<file path="src/rtl/aeg_pkg.sv">
package aeg_pkg;
  localparam int GAIN_W    = 12;
  localparam int GAIN_FRAC = 12;

  typedef enum logic [1:0] {
    RATE_FULL    = 2'd0,
    RATE_HALF    = 2'd1,
    RATE_QUARTER = 2'd2,
    RATE_EIGHTH  = 2'd3
  } wav_rate_e;

  // number of base ticks minus one between emitted waveform samples
  function automatic logic [2:0] rate_limit(wav_rate_e r);
    case (r)
      RATE_FULL:    return 3'd0;
      RATE_HALF:    return 3'd1;
      RATE_QUARTER: return 3'd3;
      default:      return 3'd7;
    endcase
  endfunction
endpackage

</file>
<file path="src/rtl/aeg_power_scale.sv">
module aeg_power_scale
  import aeg_pkg::*;
#(
  parameter int RMS_W = 16,
  localparam int P_W = 2 * RMS_W,
  localparam int S_W = P_W + 1
) (
  input  logic              clk,
  input  logic              rst,
  input  logic [RMS_W-1:0]  vrms,
  input  logic [RMS_W-1:0]  irms,
  input  logic [GAIN_W-1:0] gain,
  output logic [S_W-1:0]    scaled
);
  localparam int F_W = GAIN_W + 2;
  localparam int M_W = GAIN_FRAC + S_W + 1;
  localparam logic signed [F_W-1:0] UNITY = F_W'(1 << GAIN_FRAC);

  logic [P_W-1:0]          prod_q;
  logic [GAIN_W-1:0]       gain_q;
  logic signed [F_W-1:0]   factor;
  logic signed [M_W-1:0]   mult;

  always_comb begin
    factor = UNITY + $signed({{(F_W-GAIN_W){gain_q[GAIN_W-1]}}, gain_q});
    mult   = $signed({1'b0, prod_q}) * factor;
  end

  always_ff @(posedge clk) begin
    if (rst) begin
      prod_q <= '0;
      gain_q <= '0;
      scaled <= '0;
    end else begin
      prod_q <= vrms * irms;
      gain_q <= gain;
      // apparent power cannot go below zero; clamp a negative product
      scaled <= mult[M_W-1] ? '0 : mult[GAIN_FRAC +: S_W];
    end
  end
endmodule

</file>
<file path="src/rtl/aeg_accum.sv">
module aeg_accum #(
  parameter int S_W      = 33,
  parameter int ACC_W    = 48,
  parameter int READ_W   = 24,
  parameter int PRESCALE = 5,
  localparam int CNT_W   = (PRESCALE > 1) ? $clog2(PRESCALE) : 1
) (
  input  logic              clk,
  input  logic              rst,
  input  logic [S_W-1:0]    scaled,
  input  logic              rd_stb,
  output logic [READ_W-1:0] rd_data,
  output logic              rollover
);
  logic [CNT_W-1:0] pre_q;
  logic [ACC_W-1:0] acc_q;
  logic [ACC_W:0]   sum;
  logic             tick;

  always_comb begin
    tick = (pre_q == CNT_W'(PRESCALE - 1));
    sum  = {1'b0, acc_q} + (ACC_W+1)'(scaled);
  end

  always_ff @(posedge clk) begin
    if (rst) begin
      pre_q    <= '0;
      acc_q    <= '0;
      rd_data  <= '0;
      rollover <= 1'b0;
    end else begin
      pre_q    <= tick ? '0 : pre_q + 1'b1;
      rollover <= tick & sum[ACC_W];
      if (tick) acc_q <= sum[ACC_W-1:0];
      if (rd_stb) rd_data <= acc_q[ACC_W-1 -: READ_W];
    end
  end
endmodule

</file>
<file path="src/rtl/aeg_wave_tap.sv">
module aeg_wave_tap
  import aeg_pkg::*;
#(
  parameter int S_W      = 33,
  parameter int BASE_DIV = 160,
  localparam int BC_W    = $clog2(BASE_DIV)
) (
  input  logic           clk,
  input  logic           rst,
  input  logic [S_W-1:0] scaled,
  input  wav_rate_e      rate,
  output logic           valid,
  input  logic           ready,
  output logic [S_W-1:0] data
);
  logic [BC_W-1:0] base_q;
  logic [2:0]      dec_q;
  logic            base_tick;
  logic            emit;

  always_comb begin
    base_tick = (base_q == BC_W'(BASE_DIV - 1));
    emit      = base_tick && (dec_q >= rate_limit(rate));
  end

  always_ff @(posedge clk) begin
    if (rst) begin
      base_q <= '0;
      dec_q  <= '0;
      valid  <= 1'b0;
      data   <= '0;
    end else begin
      base_q <= base_tick ? '0 : base_q + 1'b1;
      if (base_tick) dec_q <= emit ? '0 : dec_q + 1'b1;
      if (emit && (!valid || ready)) begin
        valid <= 1'b1;
        data  <= scaled;
      end else if (valid && ready) begin
        valid <= 1'b0;
      end
    end
  end
endmodule

</file>
<file path="src/rtl/aeg_energy_core.sv">
module aeg_energy_core
  import aeg_pkg::*;
#(
  parameter int RMS_W    = 16,
  parameter int ACC_W    = 48,
  parameter int READ_W   = 24,
  parameter int PRESCALE = 5,
  parameter int WAV_DIV  = 160,
  localparam int S_W     = 2 * RMS_W + 1
) (
  input  logic              clk,
  input  logic              rst,
  input  logic [RMS_W-1:0]  vrms,
  input  logic [RMS_W-1:0]  irms,
  input  logic [11:0]       gain,
  input  logic              rd_stb,
  output logic [READ_W-1:0] rd_data,
  output logic              rollover,
  input  logic [1:0]        wav_rate,
  output logic              wav_valid,
  input  logic              wav_ready,
  output logic [S_W-1:0]    wav_data
);
  logic [S_W-1:0] scaled_pw;

  aeg_power_scale #(.RMS_W(RMS_W)) u_scale (
    .clk(clk), .rst(rst), .vrms(vrms), .irms(irms), .gain(gain), .scaled(scaled_pw)
  );

  aeg_accum #(
    .S_W(S_W), .ACC_W(ACC_W), .READ_W(READ_W), .PRESCALE(PRESCALE)
  ) u_acc (
    .clk(clk), .rst(rst), .scaled(scaled_pw), .rd_stb(rd_stb),
    .rd_data(rd_data), .rollover(rollover)
  );

  aeg_wave_tap #(.S_W(S_W), .BASE_DIV(WAV_DIV)) u_wave (
    .clk(clk), .rst(rst), .scaled(scaled_pw), .rate(wav_rate_e'(wav_rate)),
    .valid(wav_valid), .ready(wav_ready), .data(wav_data)
  );
endmodule

</file>
<file path="config.mk">
export PLATFORM = sky130hd
export DESIGN_NAME = aeg_energy_core
export DESIGN_NICKNAME = d
export VERILOG_FILES = /design/src/rtl/aeg_pkg.sv /design/src/rtl/aeg_power_scale.sv /design/src/rtl/aeg_accum.sv /design/src/rtl/aeg_wave_tap.sv /design/src/rtl/aeg_energy_core.sv
export SDC_FILE = /design/constraint.sdc
export NUM_CORES = 2
export LEC_CHECK = 0
export ABC_AREA = 0
export BUFFER_PORTS_ARGS = -buffer_cell sky130_fd_sc_hd__buf_4
export CAP_MARGIN = 20
export CORE_MARGIN = 3
export CORE_UTILIZATION = 50
export CTS_CLUSTER_SIZE = 24
export DETAILED_ROUTE_END_ITERATION = 10
export GPL_ROUTABILITY_DRIVEN = 0
export PLACE_DENSITY = 0.69
export SETUP_SLACK_MARGIN = 0.15
export SYNTH_ARGS = -nofsm -noshare
export SYNTH_HDL_FRONTEND = slang
export SYNTH_SLANG_ARGS = --single-unit
</file>
<file path="constraint.sdc">
create_clock -name clk -period 6.8 [get_ports clk]
set_input_delay 1.02 -clock clk [delete_from_list [all_inputs] [get_ports clk]]
set_output_delay 1.02 -clock clk [all_outputs]
set_load 0.01 [all_outputs]
</file>
==> results.yml <==
status:
  status: "finished, final reports clean"
detailed_routing:
  viasPerCell: 5.13
  wl_met3_mm: 3.44
  dr_wl_met2_mm: 31.8
  postRouteAntennaNets: 0
  via_count: 22377
  m1WireLength_mm: 32.6
  wirelength_mm: 69.1
  drt_iter0_markers: 1130
  drc: 0
  highest_layer: "met4"
  drt_pass1_iterations: 6
  post_drt_wl_per_cell_um: 15.9
yosys:
  ys_seq_area_share_pct: 13.2
  synth_area_per_cell_sq_um: 8.70
  yosysTopAreaCell: "fa_1"
  synthCells: 3461
  synth.area.top_cells: "fa_1, dfxtp_1, ha_1, inv_1, and2_1"
  synth.most_common_cell: "inv_1"
  synthesis.area_sq_um: 30100
  yosysTopAreaCellShare_pct: 32.8
  synthArstFlopShare_pct: 0
  synth.top_cells.by_count: "inv_1, fa_1, nand2_1"
  synth_edf_count: 0
  ys_warn_count: 0
  synth_cell_types: 78
  synth_seq_cells: 198
  synth_ff_type: "dfxtp_1"
power:
  internal_power_uw: 7800
  p_seq_share_pct: 10.1
  switching_share_pct: 50.3
  clkPwrFrac_pct: 6.8
  vdd_drop_max_uv: 486
  p_comb_share_pct: 83.1
  p_leak_uw: 0.0169
  switching_power_uw: 7910
  p_total_uw: 15700
  p_per_area_nw_per_um2: 470
sta:
  skew_ns: 0.0122
  timing.final.crit_share_pct: 95.1
  setup_tns_ns: 0
  min_period_ns: 6.47
  setup_viol: 0
  fmax_ghz: 0.155
  worst_hold_slack_ns: 0.455
  worst_slew_pin_slew_ns: 0.873
  slew_viol_final: 0
  slew_headroom_pct: 41.8
  finalHoldViolCount: 0
  rsz0062_at_grt: "false"
cts:
  cts_tree: "built"
  cts_root_buf: "clkbuf_16"
  clkTransAtPathRegs_ns: 0.08
  h-tree-depth: 4
  clk_path_buf_depth: 2
  clock_latency_ns: 0.48
  cts_buffers: 17
  cts_sinks: 198
worst_setup_path:
  crit_family: "adder cells"
  crit_slowest_cell: "fa_1"
  cp-end-kind: "flop"
  cp_cell_sequence: "buf_6, and2_4, fa_1, inv_1, fa_1, inv_2, fa_1, fa_1, fa_1, inv_2, fa_1, inv_1, ha_1, a21o_1, a21o_1, a21oi_2, o221ai_2, a221o_1, a221o_1, a31oi_4, mux2i_4, buf_12, clkbuf_16, a221oi_1"
  crit_start: "u_scale.gain_q[2]"
  arrival_ns: 6.82
  required_ns: 7.15
  start_kind: "flop"
  crit_path_max_fanout: 7
  crit_path_max_incr_delay_ns: 0.57
  worstReg2RegStart: "u_scale.gain_q[2]"
  crit_top_cell: "fa_1"
  path_buf_inv: 7
  path_class: "reg2reg"
floorplan:
  die_w_um: 251
  ioPinCount: 109
  start_util_pct: 50.8
  core-area_sq_um: 59200
  die-area_sq_um: 63200
  num_rows: 89
  die_h_um: 251
worst_hold_path:
  worst_hold_startpoint: "u_wave.data[21]"
  hp-class: "reg2reg"
global_routing:
  grt_pass1_wl_mm: 115
  antenna_found_initial: 1
  grt_pass1_vias: 22945
  overflow: 0
  grt_max_degree: 92
  grtUsageTotal_pct: 22.3
placement:
  io_buffers: 108
  dpl_cell_area_sq_um: 32500
  dp_hpwl_mm: 55.7
layout:
  post-route-util_pct: 56.5
  area_growth_pct: 11.1
  insertedDiodeCount: 0
  drive_gt1_share_pct: 11.4
  final_area_sq_um: 33400
  nNetsFinal: 4421
job:
  maxCapViolations: 0
## worst register-to-register path: stages (launching register included)
cell and delay [ns]:
dfxtp_4 0.39, buf_6 0.13, and2_4 0.13, fa_1 0.54
inv_1 0.05, fa_1 0.55, inv_2 0.05, fa_1 0.55
fa_1 0.44, fa_1 0.57, inv_2 0.05, fa_1 0.48
inv_1 0.04, ha_1 0.18, a21o_1 0.18, a21o_1 0.16
a21oi_2 0.17, o221ai_2 0.14, a221o_1 0.37, a221o_1 0.36
a31oi_4 0.18, mux2i_4 0.27, buf_12 0.16, clkbuf_16 0.15
a221oi_1 0.05
## repair_timing
item	in CTS	in global routing
endpoints found under the setup margin	33	33
cloned	0	7
resized for setup	1	29
setup buffers	0	5
pin swaps	0	13
hold buffers	0	0
## flip-flops by register name, indices dropped and copies added (netlist names)
name	flops
u_wave.base_q	8
u_scale.scaled	33
u_acc.rollover	1
u_wave.data	33
u_scale.gain_q	12
u_acc.acc_q	48
u_wave.valid	1
u_scale.prod_q	32
u_wave.dec_q	3
u_acc.pre_q	3
u_acc.rd_data	24
## final timing paths
| kind | to | slack, ns | cells past startpoint |
|---|---|---|---|
| hold reg to reg | u_wave.data[21] | 0.46 | 2 |
| setup reg to reg | u_scale.scaled[32] | 0.33 | 24 |
| setup / recovery | u_scale.scaled[32] | 0.33 | 24 |
| hold / removal | u_wave.data[21] | 0.46 | 2 |
## power groups by stage
| stage | sequential [uW] | combinational (uW) | clock [uW] |
|---|---|---|---|
| after floorplan | 1450 | 9420 | 0 |
| after global placement | 1610 | 12700 | 0 |
| after detailed placement | 1610 | 12900 | 0 |
| after CTS | 1580 | 13000 | 1110 |
| after global routing | 1600 | 14900 | 1140 |
| final | 1590 | 13100 | 1070 |
## placed cells by master (no fill, tap or decap), types with 11 or more instances in the layout
cell type / n
and2_1: 302
a21o_1: 53
o21bai_1: 18
buf_4: 247
xnor2_1: 41
a21oi_1: 148
nor3_1: 22
fa_1: 492
mux2i_1: 29
o21a_1: 16
a211oi_1: 12
nor2b_1: 46
inv_1: 637
buf_12: 13
dfxtp_1: 188
ha_1: 300
nor2_1: 147
xor2_1: 36
mux2_2: 47
nand3_1: 35
nand2_1: 475
and3_1: 17
or3_1: 11
nand2b_1: 11
o21ai_0: 48
clkbuf_16: 23
nand4_1: 17
## logic make-up (layout without fill, tap and decap cells)
logic type / after synthesis / in the layout / synth area share (%)
buffers and inverters: 815 / 942 / 10.2
DFF: 198 / 198 / 13.2
other: 1 / 2 / 0.0125
AOI/OAI and AO/OA: 377 / 377 / 8.15
muxes: 77 / 77 / 2.77
xor gates and xnor gates: 77 / 77 / 2.24
adders and majority gates: 795 / 795 / 45.4
and+or+nand+nor: 1121 / 1121 / 18.1
## layout make-up
cell class	count	area [sq um]
Sequential cell	198	3990
Inverter	640	2400
Fill cell	5361	25800
Timing Repair Buffer	270	2300
Clock buffer	17	425
Multi-Input combinational cell	2449	23200
Clock inverter	15	201
Tap cell	773	967
## stage by stage
| stage | worst slack [ns] | std cells |
|---|---|---|
| final | 0.333 | 4362 |
| after global routing | 0.141 | 4362 |
| after CTS | 0.190 | 4349 |
| after detailed placement | -0.173 | 4317 |
| after global placement | -0.0303 | 4317 |
| after floorplan | 0.150 | 3462 |
## metal layers
metal	track usage, %	vias to the layer above
li1	-	10886
met1	31.9	10894
met2	36.3	528
met3	3.05	69
met4	4.86	0
met5	0	-
Power figures use the tool's default switching activity.
